### src/rtl/isq_pkg.sv
// Shared definitions for the oldest-first issue selector.
// Assumes: mode encodings are fixed by the window that drives them.
package isq_pkg;

    typedef enum logic [1:0] {
        ORD_NONE = 2'd0,
        ORD_CONS = 2'd1,
        ORD_ADDR = 2'd2,
        ORD_CONS2 = 2'd3
    } ord_mode_e;

endpackage

### src/rtl/isq_scoreboard.sv
// Per-physical-register signed countdown table.
// Rename writes -1, issue writes latency-1, positive entries fall by one
// each clock. Rename has the final word on a register in a cycle.
// Assumes: register count is a power of two so PW-bit indices cover it.
module isq_scoreboard #(
    parameter int NPREG  = 16,
    parameter int PW     = 4,
    parameter int SB_W   = 3,
    parameter int WIN    = 8,
    parameter int NDST   = 2,
    parameter int REN_W  = 2,
    parameter int LAT_LD = 3,
    parameter int LAT_OP = 1
) (
    input  logic                    clk,
    input  logic                    rst_n,
    input  logic [WIN-1:0]          grant,
    input  logic [WIN-1:0]          is_load,
    input  logic [WIN*NDST-1:0]     dst_vld,
    input  logic [WIN*NDST*PW-1:0]  dst,
    input  logic [REN_W-1:0]        ren_vld,
    input  logic [REN_W*PW-1:0]     ren_dst,
    output logic [NPREG*SB_W-1:0]   sb_flat
);

    localparam logic [SB_W-1:0] LD_VAL = SB_W'(LAT_LD - 1);
    localparam logic [SB_W-1:0] OP_VAL = SB_W'(LAT_OP - 1);
    localparam logic [SB_W-1:0] NEG1   = '1;

    logic signed [SB_W-1:0] sb_q [NPREG];
    logic signed [SB_W-1:0] sb_d [NPREG];

    // Next value per register: decay, then issue writes, then rename writes.
    always_comb begin
        for (int r = 0; r < NPREG; r++) begin
            sb_d[r] = sb_q[r];
            if (sb_q[r] > 0) sb_d[r] = sb_q[r] - SB_W'(1);
            for (int w = 0; w < WIN; w++) begin
                for (int d = 0; d < NDST; d++) begin
                    if (grant[w] && dst_vld[w*NDST+d] &&
                        dst[(w*NDST+d)*PW +: PW] == PW'(r))
                        sb_d[r] = is_load[w] ? LD_VAL : OP_VAL;
                end
            end
            for (int k = 0; k < REN_W; k++) begin
                if (ren_vld[k] && ren_dst[k*PW +: PW] == PW'(r))
                    sb_d[r] = NEG1;
            end
        end
    end

    // Table storage with synchronous clear.
    always_ff @(posedge clk) begin
        for (int r = 0; r < NPREG; r++) begin
            if (!rst_n) sb_q[r] <= '0;
            else        sb_q[r] <= sb_d[r];
        end
    end

    generate
        for (genvar r = 0; r < NPREG; r++) begin : g_out
            assign sb_flat[r*SB_W +: SB_W] = sb_q[r];
        end
    endgenerate

endmodule

### src/rtl/isq_ready.sv
// Per-slot eligibility: valid, not issued, all valid sources at zero, and
// not held by an older unfinished store under the selected ordering mode.
// Assumes: slot 0 is oldest; completion cycles lie within half the counter
// range of the current cycle.
module isq_ready
    import isq_pkg::*;
#(
    parameter int WIN   = 8,
    parameter int NSRC  = 3,
    parameter int NPREG = 16,
    parameter int PW    = 4,
    parameter int SB_W  = 3,
    parameter int AW    = 16,
    parameter int CW    = 8
) (
    input  ord_mode_e               mode,
    input  logic [CW-1:0]           cyc,
    input  logic [WIN-1:0]          valid,
    input  logic [WIN-1:0]          issued,
    input  logic [WIN-1:0]          is_load,
    input  logic [WIN-1:0]          is_store,
    input  logic [WIN*NSRC-1:0]     src_vld,
    input  logic [WIN*NSRC*PW-1:0]  src,
    input  logic [WIN*AW-1:0]       addr,
    input  logic [WIN*CW-1:0]       done_at,
    input  logic [NPREG*SB_W-1:0]   sb_flat,
    output logic [WIN-1:0]          ready
);

    logic [NPREG-1:0] sb_zero;
    logic [WIN-1:0]   done;

    generate
        for (genvar r = 0; r < NPREG; r++) begin : g_zero
            assign sb_zero[r] = (sb_flat[r*SB_W +: SB_W] == '0);
        end

        for (genvar j = 0; j < WIN; j++) begin : g_done
            logic [CW-1:0] gap;
            assign gap     = cyc - done_at[j*CW +: CW];
            assign done[j] = issued[j] && !gap[CW-1];
        end

        for (genvar i = 0; i < WIN; i++) begin : g_slot
            logic src_ok;
            logic mem_ok;
            // Source readiness and memory-ordering hold for slot i.
            always_comb begin
                src_ok = 1'b1;
                for (int s = 0; s < NSRC; s++) begin
                    if (src_vld[i*NSRC+s] && !sb_zero[src[(i*NSRC+s)*PW +: PW]])
                        src_ok = 1'b0;
                end
                mem_ok = 1'b1;
                if (is_load[i] && mode != ORD_NONE) begin
                    for (int j = 0; j < i; j++) begin
                        if (valid[j] && is_store[j] && !done[j] &&
                            (mode != ORD_ADDR ||
                             addr[j*AW +: AW] == addr[i*AW +: AW]))
                            mem_ok = 1'b0;
                    end
                end
            end
            assign ready[i] = valid[i] && !issued[i] && src_ok && mem_ok;
        end
    endgenerate

endmodule

### src/rtl/isq_select.sv
// Grants the first N eligible slots in ascending index (oldest-first) order.
// Assumes: eligibility is already final for this cycle.
module isq_select #(
    parameter int WIN = 8,
    parameter int N   = 2
) (
    input  logic [WIN-1:0] ready,
    output logic [WIN-1:0] grant
);

    localparam int CNT_W = $clog2(WIN + 1);

    logic [CNT_W-1:0] taken;

    // Running count of grants given to older slots.
    always_comb begin
        taken = '0;
        for (int i = 0; i < WIN; i++) begin
            grant[i] = 1'b0;
            if (ready[i] && 32'(taken) < N) begin
                grant[i] = 1'b1;
                taken    = taken + 1'b1;
            end
        end
    end

endmodule

### src/rtl/oldest_first_issue.sv
// Top of the issue selector: cycle counter, eligibility, oldest-first pick,
// completion cycles for grants, and the countdown scoreboard.
// Assumes: the window marks granted slots issued and stores grant_done_at.
module oldest_first_issue
    import isq_pkg::*;
#(
    parameter int WIN    = 8,
    parameter int N      = 2,
    parameter int NPREG  = 16,
    parameter int NSRC   = 3,
    parameter int NDST   = 2,
    parameter int REN_W  = 2,
    parameter int AW     = 16,
    parameter int CW     = 8,
    parameter int LAT_LD = 3,
    parameter int LAT_OP = 1,
    localparam int PW    = $clog2(NPREG),
    localparam int SB_W  = $clog2(LAT_LD) + 1
) (
    input  logic                    clk,
    input  logic                    rst_n,
    input  logic [1:0]              ord_mode,
    input  logic [WIN-1:0]          slot_vld,
    input  logic [WIN-1:0]          slot_issued,
    input  logic [WIN-1:0]          slot_load,
    input  logic [WIN-1:0]          slot_store,
    input  logic [WIN*NSRC-1:0]     slot_src_vld,
    input  logic [WIN*NSRC*PW-1:0]  slot_src,
    input  logic [WIN*NDST-1:0]     slot_dst_vld,
    input  logic [WIN*NDST*PW-1:0]  slot_dst,
    input  logic [WIN*AW-1:0]       slot_addr,
    input  logic [WIN*CW-1:0]       slot_done_at,
    input  logic [REN_W-1:0]        ren_vld,
    input  logic [REN_W*PW-1:0]     ren_dst,
    output logic [WIN-1:0]          grant,
    output logic [WIN*CW-1:0]       grant_done_at,
    output logic [CW-1:0]           cyc,
    output logic [NPREG*SB_W-1:0]   sb_state
);

    logic [WIN-1:0] ready;
    ord_mode_e      mode;

    assign mode = ord_mode_e'(ord_mode);

    // Free-running wrapping cycle counter.
    always_ff @(posedge clk) begin
        if (!rst_n) cyc <= '0;
        else        cyc <= cyc + 1'b1;
    end

    generate
        for (genvar i = 0; i < WIN; i++) begin : g_done
            assign grant_done_at[i*CW +: CW] =
                cyc + (slot_load[i] ? CW'(LAT_LD) : CW'(LAT_OP));
        end
    endgenerate

    isq_ready #(
        .WIN(WIN), .NSRC(NSRC), .NPREG(NPREG), .PW(PW),
        .SB_W(SB_W), .AW(AW), .CW(CW)
    ) u_ready (
        .mode(mode), .cyc(cyc), .valid(slot_vld), .issued(slot_issued),
        .is_load(slot_load), .is_store(slot_store),
        .src_vld(slot_src_vld), .src(slot_src), .addr(slot_addr),
        .done_at(slot_done_at), .sb_flat(sb_state), .ready(ready)
    );

    isq_select #(.WIN(WIN), .N(N)) u_sel (
        .ready(ready), .grant(grant)
    );

    isq_scoreboard #(
        .NPREG(NPREG), .PW(PW), .SB_W(SB_W), .WIN(WIN), .NDST(NDST),
        .REN_W(REN_W), .LAT_LD(LAT_LD), .LAT_OP(LAT_OP)
    ) u_sb (
        .clk(clk), .rst_n(rst_n), .grant(grant), .is_load(slot_load),
        .dst_vld(slot_dst_vld), .dst(slot_dst),
        .ren_vld(ren_vld), .ren_dst(ren_dst), .sb_flat(sb_state)
    );

endmodule

### config.mk
export PLATFORM = sky130hd
export DESIGN_NAME = oldest_first_issue
export DESIGN_NICKNAME = d
export VERILOG_FILES = /design/src/rtl/isq_pkg.sv /design/src/rtl/isq_scoreboard.sv /design/src/rtl/isq_ready.sv /design/src/rtl/isq_select.sv /design/src/rtl/oldest_first_issue.sv
export SDC_FILE = /design/constraint.sdc
export NUM_CORES = 1
export LEC_CHECK = 0
export ABC_AREA = 1
export BUFFER_PORTS_ARGS = -buffer_cell sky130_fd_sc_hd__clkbuf_2
export CELL_PAD_IN_SITES_DETAIL_PLACEMENT = 2
export CELL_PAD_IN_SITES_GLOBAL_PLACEMENT = 2
export CORE_MARGIN = 2
export CORE_UTILIZATION = 27
export CTS_BUF_LIST = sky130_fd_sc_hd__clkbuf_16
export CTS_CLUSTER_DIAMETER = 200
export CTS_CLUSTER_SIZE = 10
export DETAILED_ROUTE_END_ITERATION = 7
export GPL_TIMING_DRIVEN = 0
export PLACE_DENSITY = 0.9
export SLEW_MARGIN = 40
export SYNTH_ARGS = -nofsm -noshare
export SYNTH_HDL_FRONTEND = slang
export SYNTH_SLANG_ARGS = --single-unit
### constraint.sdc
create_clock -name clk -period 11.1 [get_ports clk]
set_input_delay 2.22 -clock clk [delete_from_list [all_inputs] [get_ports clk]]
set_output_delay 2.22 -clock clk [all_outputs]
set_load 0.03 [all_outputs]
==> results.sh, run 1 <==
export IMPL_antenna_left=0
export IMPL_synth_edff_count=0
export IMPL_crit_start="slot_src[0]"
export IMPL_num_rows=110
export IMPL_fin_worst_skew_ns=0.0106
export IMPL_syn_nets=5232
export IMPL_pre_cts_slack_ns=-0.501
export IMPL_tns_ns=0
export IMPL_routed_wl_met2_mm=77.8
export IMPL_drt_first_pass_iters=6
export IMPL_powerDensity_nw_per_um2=164
export IMPL_synthFlopType="dfxtp_1"
export IMPL_yosysTopAreaCellShare=0.203
export IMPL_grt_max_degree=25
export IMPL_synthCells=4696
export IMPL_yosysMostFrequentCell="nand2_1"
export IMPL_fin_nets=5667
export IMPL_crit_type="primary input to output port"
export IMPL_wl_met3_mm=11.4
export IMPL_hold_viol=0
export IMPL_synthArstFlopShare=0
export IMPL_tritoncts="yes"
export IMPL_place_gp_congestion=1.05
export IMPL_fin_crit_sh=0.964
export IMPL_clockBufferDepth=2
export IMPL_die_area_um2=92800
export IMPL_grt_pass1_wl_mm=242
export IMPL_synthToLayoutAreaGrowth_pct=15.9
export IMPL_cp_arrival_ns=8.48
export IMPL_hp_class="register to register"
export IMPL_rr_startpoint="u_sb.sb_q[3][0]$_SDFFE_PN0P_"
export IMPL_drt_wl_total_mm=168
export IMPL_final_cell_count_no_fill=6330
export IMPL_synth_area_top_cells="nand2_1 (20%), nand3_1 (10%), nor2_1 (8.7%), inv_1 (8.6%), xor2_1 (6.0%)"
export IMPL_vias_per_cell=5.61
export IMPL_clock_latency_ns=0.34
export IMPL_finalCriticalPeriod_ns=10.70
export IMPL_numCtsBuffers=5
export IMPL_grt_pass1_vias=37026
export IMPL_critPathMaxStageDelay_ns=0.44
export IMPL_antenna_found_initial=25
export IMPL_p_leak_nw=15.4
export IMPL_ys_types=73
export IMPL_cts_sinks=56
export IMPL_end_kind="output port"
export IMPL_io_buffers=419
export IMPL_yosysTopAreaCell="nand2_1"
export IMPL_track_usage=0.346
export IMPL_status="complete, no violations"
export IMPL_setup_violations=0
export IMPL_path_clk_slew_ns=0.09
export IMPL_timing_final_ws_setup_ns=0.401
export IMPL_avgSynthCellArea_um2=5.19
export IMPL_cts_htree_levels=2
export IMPL_min_delay_start="u_sb.sb_q[0][6]$_SDFFE_PN0P_"
export IMPL_design_core_area_um2=89700
export IMPL_floorplan_initialDensity=0.272
export IMPL_cp_slowest_cell="nor2_2"
export IMPL_slew_viol_final=0
export IMPL_cp_max_fo=11
export IMPL_io_pins=566
export IMPL_hpwl_mm=144
export IMPL_routedWlPerCell_um=26.6
export IMPL_gr_total_overflow=0
export IMPL_highest_layer="met4"
export IMPL_start_kind="primary input"
export IMPL_final_util=0.315
export IMPL_drc=0
export IMPL_routed_via_count=35542
export IMPL_die_w_um=305
export IMPL_met1_length_mm=66.2
export IMPL_p_total_w=0.00463
export IMPL_first_iter_violations=3138
export IMPL_synth_common_cells="nand2_1 (1317), nor2_1 (567), inv_1 (557)"
export IMPL_n_fill_cell=12047
export IMPL_cap_violations=0
export IMPL_drive_gt1_frac=0.157
export IMPL_die_h_um=305
export IMPL_tightest_slew_ns=0.970
export IMPL_dp_cells=6291
export IMPL_ys_ff_latch=56
export IMPL_fmaxAchievable_mhz=93.5
export IMPL_yosys_warnings=0
export IMPL_slew_limit_headroom=0.347
export IMPL_rsz0062_at_grt="false"
export IMPL_clock_root_buffer="clkbuf_16"
export IMPL_synth_area_um2=24400
export IMPL_crit_required_ns=8.88
export IMPL_synth_seq_area_share=0.0460
export IMPL_peakVddDrop_mv=0.0870
-- power by group --
| group | leakage [nW] | switching, W | internal [W] |
|---|---|---|---|
| clock | 0.0713 | 0.000104 | 0.0000845 |
| sequential | 0.464 | 0.000172 | 0.000288 |
| combinational | 14.8 | 0.00286 | 0.00112 |
-- critical path, delay by kind of cell --
kind	cells	cell delay, ns
AO/OA/AOI/OAI	3	0.64
adder cells (fa/ha/maj)	5	1.30
buffers and inverters	9	1.44
AND/OR/NAND/NOR	21	2.82
-- path summary, 6_finish.rpt --
check	slack, ns	endpoint	depth (start not counted)
hold reg to reg	0.56	u_sb.sb_q[0][6]$_SDFFE_PN0P_	2
setup reg to reg	2.55	u_sb.sb_q[0][4]$_SDFFE_PN0P_	48
setup / recovery	0.40	grant[7]	38
hold / removal	0.56	u_sb.sb_q[0][6]$_SDFFE_PN0P_	2
-- cell families after synthesis --
logic type	count (synthesis)	share of synthesized area
flip-flops	56	0.0460
AO/OA/AOI/OAI	587	0.137
adder cells (fa/ha/maj)	98	0.0530
XOR/XNOR	277	0.0995
buffers and inverters	866	0.149
AND/OR/NAND/NOR	2812	0.515
-- final cells by class --
class,instances,area [um^2],area share
Multi-Input combinational cell,3774,19700,0.696
Inverter,644,2420,0.0858
Timing Repair Buffer,428,2160,0.0765
Tap cell,1176,1470,0.0520
Buffer,222,1230,0.0434
Sequential cell,56,1120,0.0397
Clock buffer,5,125,0.00442
Antenna cell,22,55.1,0.00195
Clock inverter,3,20.0,0.000708
-- registers in the layout, summed over array words and instances, names as in the netlist --
name,flops
u_sb.sb_q,48
cyc,8
-- layer usage --
| metal | GRT usage | up-vias |
|---|---|---|
| met5 | 0 | - |
| met4 | 0.236 | 0 |
| met3 | 0.0430 | 467 |
| met2 | 0.577 | 1527 |
| met1 | 0.415 | 17502 |
| li1 | - | 16046 |
-- per-stage QoR --
stage	hold slack, ns	area, um^2
after detailed placement	0.544	28000
after floorplan	0.621	24400
after global placement	0.533	28000
after global routing	0.578	28300
final	0.555	28300
after CTS	0.556	28100
-- cell usage in the layout, fill, tap and decap left out, types with 21 or more instances in the layout --
master    Yosys  final
nand3b_1     39     39
nor3_1       91     91
nand2_1    1317   1316
clkbuf_1     54     51
xor2_1      168    168
buf_4        49     58
nor4_1       31     29
nand3_2      22     23
nand3_1     511    510
a21oi_1     227    226
o21ai_1      33     33
ha_1         89     89
o21ai_0     197    197
o211ai_1     31     31
inv_1       557    558
buf_2       106    106
xnor2_1     109    109
dfxtp_1      56     55
inv_2        72     72
clkbuf_2      2    423
nor2_1      567    566
nand4_1     134    134
nor2_2       21     21
diode_2       0     22
-- timing repair --
| action | in CTS | in global routing |
|---|---|---|
| buffers inserted | 1 | 7 |
| resized for setup | 3 | 5 |
| hold buffers | 0 | 0 |
| pin swaps | 2 | 3 |
| setup endpoints to repair | 1 | 1 |
| endpoints found under the hold margin | 0 | 0 |
Note: power is estimated with default switching activity, not from simulation.
==> run 2, diff against run 1 <==
--- a/config.mk
+++ b/config.mk
@@ -17,6 +17,7 @@
 export DETAILED_ROUTE_END_ITERATION = 7
 export GPL_TIMING_DRIVEN = 0
 export PLACE_DENSITY = 0.9
+export RECOVER_POWER = 100
 export SLEW_MARGIN = 40
 export SYNTH_ARGS = -nofsm -noshare
 export SYNTH_HDL_FRONTEND = slang
==> results.sh, run 2 (synthesized netlist as in run 1, its figures left out) <==
export IMPL_status="complete, no violations"
export IMPL_cap_violations=0
export IMPL_die_area_um2=92800
export IMPL_finalCriticalPeriod_ns=10.67
export IMPL_min_delay_start="u_sb.sb_q[0][6]$_SDFFE_PN0P_"
export IMPL_clock_latency_ns=0.34
export IMPL_io_buffers=419
export IMPL_powerDensity_nw_per_um2=164
export IMPL_crit_start="slot_src[0]"
export IMPL_fin_worst_skew_ns=0.0107
export IMPL_cts_hold_buf=0
export IMPL_fin_nets=5667
export IMPL_routed_via_count=35507
export IMPL_rr_startpoint="cyc[0]$_SDFF_PN0_"
export IMPL_drc=0
export IMPL_numCtsBuffers=5
export IMPL_met1_usage=0.415
export IMPL_fin_crit_sh=0.961
export IMPL_vias_per_cell=5.61
export IMPL_cp_arrival_ns=8.45
export IMPL_hold_viol=0
export IMPL_slew_limit_headroom=0.130
export IMPL_tightest_slew_ns=1.31
export IMPL_routedWlPerCell_um=26.6
export IMPL_antenna_left=0
export IMPL_p_leak_nw=14.9
export IMPL_rsz0062_at_grt="false"
export IMPL_peakVddDrop_mv=0.0814
export IMPL_use_met2=0.577
export IMPL_clockPowerShare=0.041
export IMPL_place_gp_congestion=1.05
export IMPL_slew_viol_final=0
export IMPL_largest_reg_flops=48
export IMPL_final_util=0.312
export IMPL_critPathMaxStageDelay_ns=0.44
export IMPL_end_kind="output port"
export IMPL_cpMostUsedCell="nand2_1"
export IMPL_internal_power_w=0.00146
export IMPL_p_sw_w=0.00313
export IMPL_crit_type="primary input to output port"
export IMPL_top_regs="u_sb.sb_q x48, cyc x8"
export IMPL_grt_max_degree=25
export IMPL_tritoncts="yes"
export IMPL_fmaxAchievable_mhz=93.7
export IMPL_met3_usage=0.0430
export IMPL_design_core_area_um2=89700
export IMPL_antenna_found_initial=25
export IMPL_seqPwrFrac=0.100
export IMPL_cts_htree_levels=2
export IMPL_die_h_um=305
export IMPL_num_rows=110
export IMPL_drt_wl_total_mm=168
export IMPL_grt_pass1_wl_mm=242
export IMPL_drive_gt1_frac=0.131
export IMPL_cts_sinks=56
export IMPL_setup_violations=0
export IMPL_track_usage=0.346
export IMPL_cp_slowest_cell="nor2_2"
export IMPL_synthToLayoutAreaGrowth_pct=14.9
export IMPL_path_clk_slew_ns=0.10
export IMPL_hpwl_mm=144
export IMPL_clock_root_buffer="clkbuf_16"
export IMPL_floorplan_initialDensity=0.272
export IMPL_gr_total_overflow=0
export IMPL_grt_busiest_layer="met2"
export IMPL_hp_class="register to register"
export IMPL_cp_max_fo=11
export IMPL_netSwitchingFraction=0.681
export IMPL_first_iter_violations=3065
export IMPL_hold_worst_slack_ns=0.551
export IMPL_clockBufferDepth=2
export IMPL_start_kind="primary input"
export IMPL_top_register="u_sb.sb_q"
export IMPL_grt_pass1_vias=37026
export IMPL_crit_required_ns=8.88
export IMPL_drt_first_pass_iters=8
export IMPL_layout_commonest_cell="nand2_1"
export IMPL_pwr_share_comb=0.859
export IMPL_io_pins=566
export IMPL_die_w_um=305
export IMPL_final_cell_mix="nand2_1 (1318), nor2_1 (570), inv_1 (558), nand3_1 (514), clkbuf_2 (309)"
run 2: routing by layer:
layer / vias to the layer above / wire, um
li1: 16035 / -
met1: 17494 / 66400
met2: 1509 / 77700
met3: 469 / 11400
met4: 0 / 12700
met5: - / 0
run 2: repair_timing:
| item | 4_1_cts | 5_1_grt |
|---|---|---|
| setup buffers | 1 | 7 |
| endpoints found under the setup margin | 1 | 1 |
| gates cloned | 0 | 0 |
| gates resized for setup | 3 | 5 |
| pin swaps | 2 | 3 |
run 2: critical path, delay by kind of cell:
family,cells,cell delay [ns]
AND/OR/NAND/NOR,21,2.81
AO/OA/AOI/OAI,3,0.65
buffers and inverters,9,1.45
adder cells (fa/ha/maj),5,1.29
run 2: power groups by stage:
stage	clock network, W	logic (W)	registers [W]
after floorplan	0	0.00214	0.000534
after global placement	0	0.00370	0.000447
after detailed placement	0	0.00386	0.000452
after CTS	0.000189	0.00388	0.000448
after global routing	0.000193	0.00419	0.000459
final	0.000190	0.00394	0.000459
run 2: metrics by stage:
step | TNS (ns) | setup WS [ns] | power [W] | instance area, um^2 | std cells
4_1_cts | 0 | 0.0150 | 0.00451 | 28100 | 6300
3_5_place_dp | -0.501 | -0.501 | 0.00431 | 28000 | 6291
3_3_place_gp | -0.272 | -0.272 | 0.00415 | 28000 | 6291
5_1_grt | 0 | 0.0243 | 0.00485 | 28000 | 6324
2_1_floorplan | 0 | 1.44 | 0.00267 | 24400 | 4696
6_report | 0 | 0.432 | 0.00459 | 28000 | 6330
run 2: worst paths after layout:
path / to / cells after the start / slack [ns]
max: grant[7] / 38 / 0.43
min: u_sb.sb_q[0][6]$_SDFFE_PN0P_ / 2 / 0.55
max reg2reg: u_sb.sb_q[3][11]$_SDFFE_PN0P_ / 45 / 1.91
min reg2reg: u_sb.sb_q[0][6]$_SDFFE_PN0P_ / 2 / 0.55
run 2: area by class of cell:
cell class,count,area (um^2)
Sequential cell,56,1120
Inverter,644,2420
Multi-Input combinational cell,3774,19600
Clock inverter,3,20.0
Clock buffer,5,125
Fill cell,12121,61700
Buffer,222,1200
Tap cell,1176,1470
Antenna cell,22,55.1
Timing Repair Buffer,428,2020
